$ cat config.mk
export PLATFORM = sky130hd
export DESIGN_NAME = oneshot_timer
export DESIGN_NICKNAME = d
export VERILOG_FILES = /design/src/rtl/oneshot_timer.sv
export SDC_FILE = /design/constraint.sdc
export NUM_CORES = 1
export LEC_CHECK = 0
export ABC_AREA = 0
export CAP_MARGIN = 20
export CORE_UTILIZATION = 60
export CTS_CLUSTER_SIZE = 25
export DETAILED_ROUTE_END_ITERATION = 8
export DONT_BUFFER_PORTS = 1
export PLACE_DENSITY_LB_ADDON = 0.2
export SYNTH_ARGS = -nofsm -noshare
export SYNTH_HDL_FRONTEND = slang
export SYNTH_SLANG_ARGS = --single-unit
$ cat constraint.sdc
create_clock -name clk -period 4.25 [get_ports clk]
set_input_delay 0.85 -clock clk [delete_from_list [all_inputs] [get_ports clk]]
set_output_delay 0.85 -clock clk [all_outputs]
set_load 0.01 [all_outputs]
$ cat src/rtl/oneshot_timer.sv
module oneshot_timer #(
  parameter bit FALL_EDGE = 1'b0,
  parameter bit RETRIG    = 1'b1,
  parameter int SEL_W     = 3
) (
  input  logic             clk,
  input  logic             rst_n,
  input  logic             tick,
  input  logic             halt,
  input  logic             ready,
  input  logic             trig,
  input  logic [SEL_W-1:0] div_sel,
  input  logic             pol,
  output logic             pulse_out
);
  localparam int MAX_EXP = 3 * ((1 << SEL_W) - 1);
  localparam int CNT_W   = MAX_EXP + 1;

  logic [2:0]       sync;
  logic             active, lock;
  logic [CNT_W-1:0] cnt, limit, cnt_nxt;
  logic             hit, run, accept, done;

  assign hit     = FALL_EDGE ? (~sync[1] & sync[2]) : (sync[1] & ~sync[2]);
  assign run     = tick & ~halt;
  assign accept  = ready & hit & (RETRIG ? 1'b1 : (~active & ~lock));
  assign limit   = CNT_W'(1) << (3 * div_sel);
  assign cnt_nxt = cnt + 1'b1;
  assign done    = active & run & (cnt_nxt >= limit);

  always_ff @(posedge clk or negedge rst_n) begin
    if (!rst_n) sync <= {3{FALL_EDGE}};
    else        sync <= {sync[1:0], trig};
  end

  always_ff @(posedge clk or negedge rst_n) begin
    if (!rst_n) begin
      active <= 1'b0;
      cnt    <= '0;
    end else if (accept) begin
      active <= 1'b1;
      cnt    <= '0;
    end else if (done) begin
      active <= 1'b0;
      cnt    <= '0;
    end else if (active && run) begin
      cnt    <= cnt_nxt;
    end
  end

  always_ff @(posedge clk or negedge rst_n) begin
    if (!rst_n)                      lock <= 1'b0;
    else if (!RETRIG && done)        lock <= 1'b1;
    else if (run)                    lock <= 1'b0;
  end

  assign pulse_out = active ^ pol;


  halt_hold_chk: assert property (@(posedge clk) disable iff (!rst_n)
    active && halt |=> active);


  ready_gate_chk: assert property (@(posedge clk) disable iff (!rst_n)
    !active && !ready |=> !active);


  nr_keep_chk: assert property (@(posedge clk) disable iff (!rst_n)
    !RETRIG && active && !run |=> $stable(cnt));


  rearm_chk: assert property (@(posedge clk) disable iff (!rst_n)
    !RETRIG && lock && !run |=> !active);


  restart_chk: assert property (@(posedge clk) disable iff (!rst_n)
    RETRIG && accept |=> active && cnt == '0);
endmodule

### After elaboration in Yosys (flattened, before gate mapping)

Cells that the tools add are included.

| word-level totals | value |
|---|---|
| flip-flop bits (word level) | 26 |
| bits of input ports | 10 |

| operators by class | value |
|---|---|
| bitwise operators | 8 |
| reductions and logical operators | 3 |
| order comparisons | 1 |
| add/subtract/negate cells | 1 |
| multiplexer cells | 5 |
| shift operators | 1 |
| multiply operators | 1 |

Operator list:

| cell | number |
|---|---|
| 2-to-1 mux 22 bit | 3 |
| adder 22 x 1 -> 22 bit, second input constant | 1 |
| >= comparator 22 bit | 1 |
| << shifter 1 x 5 -> 22 bit, first input constant | 1 |
| AND 1 bit | 5 |
| multiplier 2 x 3 -> 5 bit, first input constant | 1 |
| nonzero test 3 bit | 1 |
| 2-to-1 mux 1 bit | 2 |
| NOT 1 bit | 2 |
| nonzero test 2 bit | 1 |
| logical AND 1 bit | 1 |
| XOR 1 bit | 1 |

### Longest topological paths before layout

Gate-level depths: netlist of run 1.

| logic depth | value |
|---|---|
| depth after elaboration | 6 |
| mapped depth | 14 |
| mapped depth without buffers | 13 |

### Least setup slack after synthesis of run 1

Ideal clock, no wire load.

| timing path | value |
|---|---|
| kind | register -> register |
| from | register cnt[0] |
| to | register cnt[7] |
| setup slack | 0.926 ns |
| required time | 4.174 ns |
| setup time | 0.076 ns |
| cell stages (with the launch flop) | 14 |
| arrival time | 3.248 ns |
| path buffers | 0 |
| cells stage by stage | dfrtp_1 ha_1 nand3_4 nor4_4 and3_1 xnor2_1 inv_1 ha_1 a2111oi_1 a311oi_2 a311oi_2 a31oi_1 or4_1 o21ai_1 |

| on the way | value |
|---|---|
| word-level cells in the longest chain between the ends | 5 |
| elaborated cells on any way between the ends | 7 |
| those cells by class | 1 x add/sub; 1 x order compare; 3 x mux; 1 x bitwise; 1 x reduce/logical |

RTL lines:

| what | line | RTL |
|---|---|---|
| start, declared | 21 | `logic [CNT_W-1:0] cnt, limit, cnt_nxt;` |
| start signal, assigned | 47 | `cnt <= cnt_nxt;` |
| adder 22 x 1 -> 22 bit * | 28 | `assign cnt_nxt = cnt + 1'b1;` |
| >= comparator 22 bit | 29 | `assign done = active & run & (cnt_nxt >= limit);` |
| AND 1 bit | 29 |  |
| 2-to-1 mux 22 bit | 43 | `end else if (done) begin` |
| 2-to-1 mux 22 bit | 40 | `end else if (accept) begin` |

Mark *: on every way between the ends. The rest lies on a longest branch, timed or not. The select of a mux whose other input is x is not followed.
A chain may end at the register's enable or synchronous reset.

### Worst setup path in the final report of run 1

Ends and elaborated chain as after synthesis.

==> results of run 1 <==
-- layer usage --
metal  wire length, microns  vias to the layer above  GRT usage
met3                    303                        8     0.0346
met4                     53                        0     0.0764
met1                   2010                      807      0.398
met5                      0                        -          0
li1                       -                      827          -
met2                   2060                       74      0.435
-- worst max-delay path, stage by stage, from the launching register on --
cell	delay, ns
dfrtp_1	0.56
ha_1	0.31
nand3_4	0.15
nor4_4	0.46
and3_1	0.25
xnor2_1	0.15
inv_1	0.07
ha_1	0.21
a2111oi_1	0.33
a311oi_2	0.14
a311oi_2	0.34
a31oi_1	0.17
or4_1	0.52
o21ai_1	0.09
-- through the flow --
| stage | instances | total power [mW] | utilization |
|---|---|---|---|
| floorplan | 222 | 0.435 | - |
| global placement | 260 | 0.466 | 0.655 |
| detailed placement | 260 | 0.474 | 0.655 |
| CTS | 264 | 0.599 | 0.667 |
| global route | 264 | 0.636 | 0.667 |
| finish | 264 | 0.599 | 0.667 |
-- state kept, by name, indices dropped and copies added, names as in the netlist --
register and cells:
cnt 22, active 1, sync 3
-- layout by cell type (no fill, tap or decap), drive strengths merged, types with 2 or more instances in the layout --
master,netlist,final
nand2,28,28
dfrtp,26,26
nand3,17,17
o21ai,14,14
inv,10,10
ha,9,9
and3,8,8
nor4,8,8
xnor2,7,7
nor2,7,7
a21oi,7,7
nand2b,6,6
nor3,5,5
nand4,5,5
o31ai,5,5
nand3b,4,4
o22ai,4,4
a31oi,4,4
clkbuf,3,4
or3b,3,3
xor2,3,3
buf,6,3
or2b,3,3
a311oi,2,2
a211oi,2,2
o31a,2,2
o41ai,2,2
and2,2,2
or4,2,2
a31o,2,2
a22oi,2,2
-- path summary, 6_finish.rpt --
check                      slack (ns)       to  depth (start not counted)     from
max                              0.45   cnt[7]                         13   cnt[0]
min                              0.19  cnt[12]                          0    rst_n
max reg2reg                      0.45   cnt[7]                         13   cnt[0]
min reg2reg                      0.37  sync[1]                          0  sync[0]
max in group asynchronous        3.98   cnt[3]                          0    rst_n
min in group clk                 0.37  sync[1]                          0  sync[0]
-- area by class of cell --
class	count	area (sq um)
multi-input cells	177	1270
inverters	10	37.5
repair buffers	3	22.5
well taps	44	55.1
fillers	281	1030
flip-flops and latches	26	651
clock buffers	4	36.3
-- power by group --
group	leakage (nW)	switching [mW]	internal, mW
clock	0.0210	0.0753	0.0524
combinational	0.496	0.0893	0.0641
sequential	0.348	0.0483	0.270
total	0.865	0.213	0.387
-- kinds of logic after synthesis --
kind of cell | synth area share
compound gates | 0.199
flops | 0.324
xor+xnor | 0.0436
fa+ha+maj | 0.0561
simple gates | 0.328
buf+inv | 0.0486
==> run_results.csv, run 1 <==
group,metric,value,unit
run_status,status,"finished clean",
timing,final_hold_viol_count,0,
global_route,grt_max_degree,27,
synth,ys_top_cells_by_area,"dfrtp_1, ha_1, nand2_1",
detailed_routing,via_per_inst,6.50,
clock_tree,cts_root_buf,"clkbuf_4",
clock_tree,path_clk_slew,0.15,ns
timing,setup_ws,0.446,ns
layout,nets,240,
timing,worst_pin_slew,0.964,ns
timing,finalCriticalPeriod,3.80,ns
detailed_routing,firstDrtPassIters,4,
worst_setup_path,critPathMaxFanout,9,
global_route,grt_usage,0.276,
worst_setup_path,worstPathArrival,4.06,ns
clock_tree,holdBufCountCts,0,
timing,relSlewSlack,0.355,
power,power_density,290,mW/mm^2
floorplanning,die_area,0.00358,sq mm
floorplanning,io_pins,11,
global_route,overflow,0,
synth,yosysWarnings,0,
synth,synth_top_area_cell,"dfrtp_1",
timing,clock.fmax,263,MHz
clock_tree,cts_tree,"built",
synth,synth_top_area_frac,0.324,
synth,synth_cells,222,
detailed_routing,drc_errors,0,
floorplanning,die_w,59.9,microns
synth,ys_ff_latch,26,
place,dp_hpwl,3230,microns
floorplanning,die_y,59.9,microns
layout,diodes,0,
clock_tree,htree_levels,1,
synth,syn_area,0.00201,sq mm
synth,synthArstFlopShare,1.00,
floorplanning,rows,20,
clock_tree,cts_resized,0,
clock_tree,clock_latency,0.32,ns
job,cap_violations,0,
place,globalplace.congestion,0.937,
detailed_routing,ant_nets,0,
synth,ys_seq_area_frac,0.324,
timing,setup-violations-final,0,
synth,avgSynthCellArea,9.05,sq um
synth,ys_top_cells_by_count,"nand2_1, dfrtp_1, nand3_1, o21ai_1, inv_1",
place,place.port_buffers,0,
layout,layout-drive-gt1-share,0.150,
floorplanning,coreArea,0.00310,sq mm
global_route,antenna_found_initial,0,
clock_tree,cts_made_buffers,3,
clock_tree,cts_max_path_buffers,2,
synth,synth_enable_flop_cells,0,
clock_tree,cts_setup_buffers,0,
worst_setup_path,critPathLaunchType,"flop",
place,dpl-instance-area,0.00203,sq mm
hold_path,hold_path.class,"in -> async",
detailed_routing,dr_total_vias,1716,
timing,skew,0.00628,ns
detailed_routing,drt_iter0_drc,89,
worst_setup_path,worstSetupPathType,"reg -> reg",
power,max-vdd-ir-drop,0.228,mV
worst_setup_path,worst-endpoint-required,4.51,ns
floorplanning,initial_core_util,0.647,
place,preCtsSetupSlack,0.473,ns
global_route,grt_pass1_wl,7380,microns
detailed_routing,wire_per_inst,16.8,microns
global_route,grt_pass1_vias,1585,
synth,synthFlopType,"dfrtp_1",
power,p_leak,0.865,nW
timing,hold-worst-slack,0.193,ns
timing,slew_violations,0,
layout,area_growth,2.99,%
worst_setup_path,end_kind,"flop",
layout,final_area,0.00207,sq mm
timing,period_share,0.895,
synth,synth.most_common_cell,"nand2_1",
clock_tree,clock_sinks,26,
timing,setup_tns,0,ns
detailed_routing,wirelength,4430,microns
synth,ys_types,59,
synth,syn-num-nets,241,
timing,rsz0062_at_grt,"no",
Power figures use the tool's default switching activity.
==> inputs of run 2 (changes only) <==
--- a/config.mk
+++ b/config.mk
@@ -6,11 +6,12 @@
 export NUM_CORES = 1
 export LEC_CHECK = 0
 export ABC_AREA = 0
+export BUFFER_PORTS_ARGS = -buffer_cell sky130_fd_sc_hd__buf_4
 export CAP_MARGIN = 20
 export CORE_UTILIZATION = 60
+export CTS_BUF_LIST = sky130_fd_sc_hd__clkbuf_4
 export CTS_CLUSTER_SIZE = 25
 export DETAILED_ROUTE_END_ITERATION = 8
-export DONT_BUFFER_PORTS = 1
 export PLACE_DENSITY_LB_ADDON = 0.2
 export SYNTH_ARGS = -nofsm -noshare
 export SYNTH_HDL_FRONTEND = slang
==> run 2 against run 1 <==
Total power fell by 1.7%; utilization rose by 2.0 points; register-to-register slack hardly changed; first-iteration DRC count increased by 6.7%; clock-buffer cell count down 1; largest cell class unchanged.
==> run_results.csv, run 2 (synthesis results as in run 1) <==
group,metric,value,unit
clock_tree,cts_root_buf,"clkbuf_4",
worst_setup_path,critPathLaunchType,"flop",
power,power.total,0.589,mW
floorplanning,io_pins,11,
clock_tree,holdBufCountCts,0,
clock_tree,htree_levels,1,
worst_setup_path,cp_num_buf_inv,1,
layout,largest_reg_flops,22,
timing,clock.fmax,262,MHz
place,globalplace.congestion,0.914,
hold_path,hold_path.class,"reg -> reg",
timing,setup_tns,0,ns
layout,reg_top3,"cnt x22, sync x3, active x1",
timing,period_share,0.898,
clock_tree,clock_latency,0.31,ns
place,dp_hpwl,3140,microns
timing,worst_pin_slew,0.617,ns
layout,final_area,0.00213,sq mm
detailed_routing,top_layer,"met4",
timing,relSlewSlack,0.588,
floorplanning,rows,20,
power,power_density,277,mW/mm^2
global_route,overflow,0,
layout,layout_commonest_cell,"nand2_1",
timing,setup-violations-final,0,
detailed_routing,ant_nets,0,
worst_setup_path,worst-endpoint-required,4.47,ns
timing,hold-worst-slack,0.370,ns
worst_setup_path,critPathMaxFanout,12,
layout,fin_util,0.686,
clock_tree,cts_max_path_buffers,2,
worst_setup_path,cp_top_family,"compound AO/OA/AOI/OAI gates",
place,dpl-instance-area,0.00211,sq mm
worst_setup_path,worstPathArrival,4.03,ns
global_route,grt_usage,0.254,
floorplanning,initial_core_util,0.647,
detailed_routing,drc_errors,0,
detailed_routing,wl_met1,1890,microns
timing,slew_violations,0,
detailed_routing,wirelength,4170,microns
worst_setup_path,worstSetupPathType,"reg -> reg",
worst_setup_path,path_cells,"ha_1 -> nand3_4 -> nor4_4 -> and3_1 -> xnor2_1 -> inv_1 -> ha_1 -> a2111oi_1 -> a311oi_2 -> a311oi_2 -> a31o_2 -> nand2b_2 -> o41ai_2",
global_route,grt_pass1_wl,6840,microns
detailed_routing,via_per_inst,6.37,
floorplanning,die_y,59.9,microns
layout,layout-drive-gt1-share,0.183,
timing,skew,0.00294,ns
layout,nets,250,
layout,diodes,0,
clock_tree,cts_setup_buffers,0,
clock_tree,cts_made_buffers,3,
place,place.port_buffers,10,
power,max-vdd-ir-drop,0.246,mV
timing,finalCriticalPeriod,3.82,ns
global_route,grt_pass1_vias,1537,
floorplanning,coreArea,0.00310,sq mm
worst_setup_path,end_kind,"flop",
power,p_leak,0.906,nW
detailed_routing,routed-wl-met2,1950,microns
detailed_routing,dr_total_vias,1739,
timing,final_hold_viol_count,0,
timing,rsz0062_at_grt,"no",
layout,area_growth,6.04,%
detailed_routing,drt_iter0_drc,95,
clock_tree,clock_sinks,26,
clock_tree,cts_resized,0,
detailed_routing,firstDrtPassIters,4,
detailed_routing,wire_per_inst,15.3,microns
global_route,grt_max_degree,27,
detailed_routing,met3_length,285,microns
layout,regMostFlops,"cnt",
clock_tree,cts_tree,"built",
clock_tree,path_clk_slew,0.13,ns
floorplanning,die_area,0.00358,sq mm
job,cap_violations,0,
layout,layout_common_cells,"nand2_1, dfrtp_1, nand3_1, buf_4, o21ai_1",
floorplanning,die_w,59.9,microns
run_status,status,"finished clean",
global_route,antenna_found_initial,0,
worst_setup_path,cpPeakStageDelay,0.54,ns
worst_setup_path,critPathSlowestCell,"dfrtp_1",
run 2: per-stage QoR:
stage               instances  setup WS, ns
detailed placement        270         0.442
floorplan                 222         0.926
global placement          270         0.647
CTS                       273         0.418
global route              273         0.122
finish                    273         0.433
run 2: final timing paths:
kind / from / end / slack [ns] / cells after the start
worst max-delay path: cnt[0] / cnt[11] / 0.43 / 13
worst min-delay path: sync[0] / sync[1] / 0.37 / 0
worst max register to register: cnt[0] / cnt[11] / 0.43 / 13
worst min register to register: sync[0] / sync[1] / 0.37 / 0
max in group asynchronous: rst_n / cnt[4] / 3.59 / 1
min in group asynchronous: rst_n / cnt[11] / 0.42 / 1
run 2: layout make-up:
cell class / count / area [sq um]
Sequential cell: 26 / 651
Timing Repair Buffer: 13 / 97.6
Inverter: 10 / 37.5
Tap cell: 44 / 55.1
Fill cell: 275 / 973
Clock buffer: 3 / 22.5
Multi-Input combinational cell: 177 / 1270
run 2: where the power goes:
part	total (mW)	leakage [nW]	switching [mW]	internal, mW
registers	0.317	0.348	0.0472	0.270
clock network	0.103	0.0138	0.0695	0.0332
logic	0.169	0.544	0.0963	0.0732
total	0.589	0.906	0.213	0.376
run 2: worst reg2reg max path: cells and delay by family (launching register included):
family,cells,cell delay (ns)
flops,1,0.54
xor+xnor,1,0.15
compound gates,5,1.39
fa+ha+maj,2,0.52
buf+inv,1,0.06
simple gates,4,1.06
run 2: layer usage:
layer,GRT usage,vias to the layer above
li1,-,839
met1,0.361,831
met2,0.395,61
met3,0.0346,8
met4,0.0930,0
met5,0,-
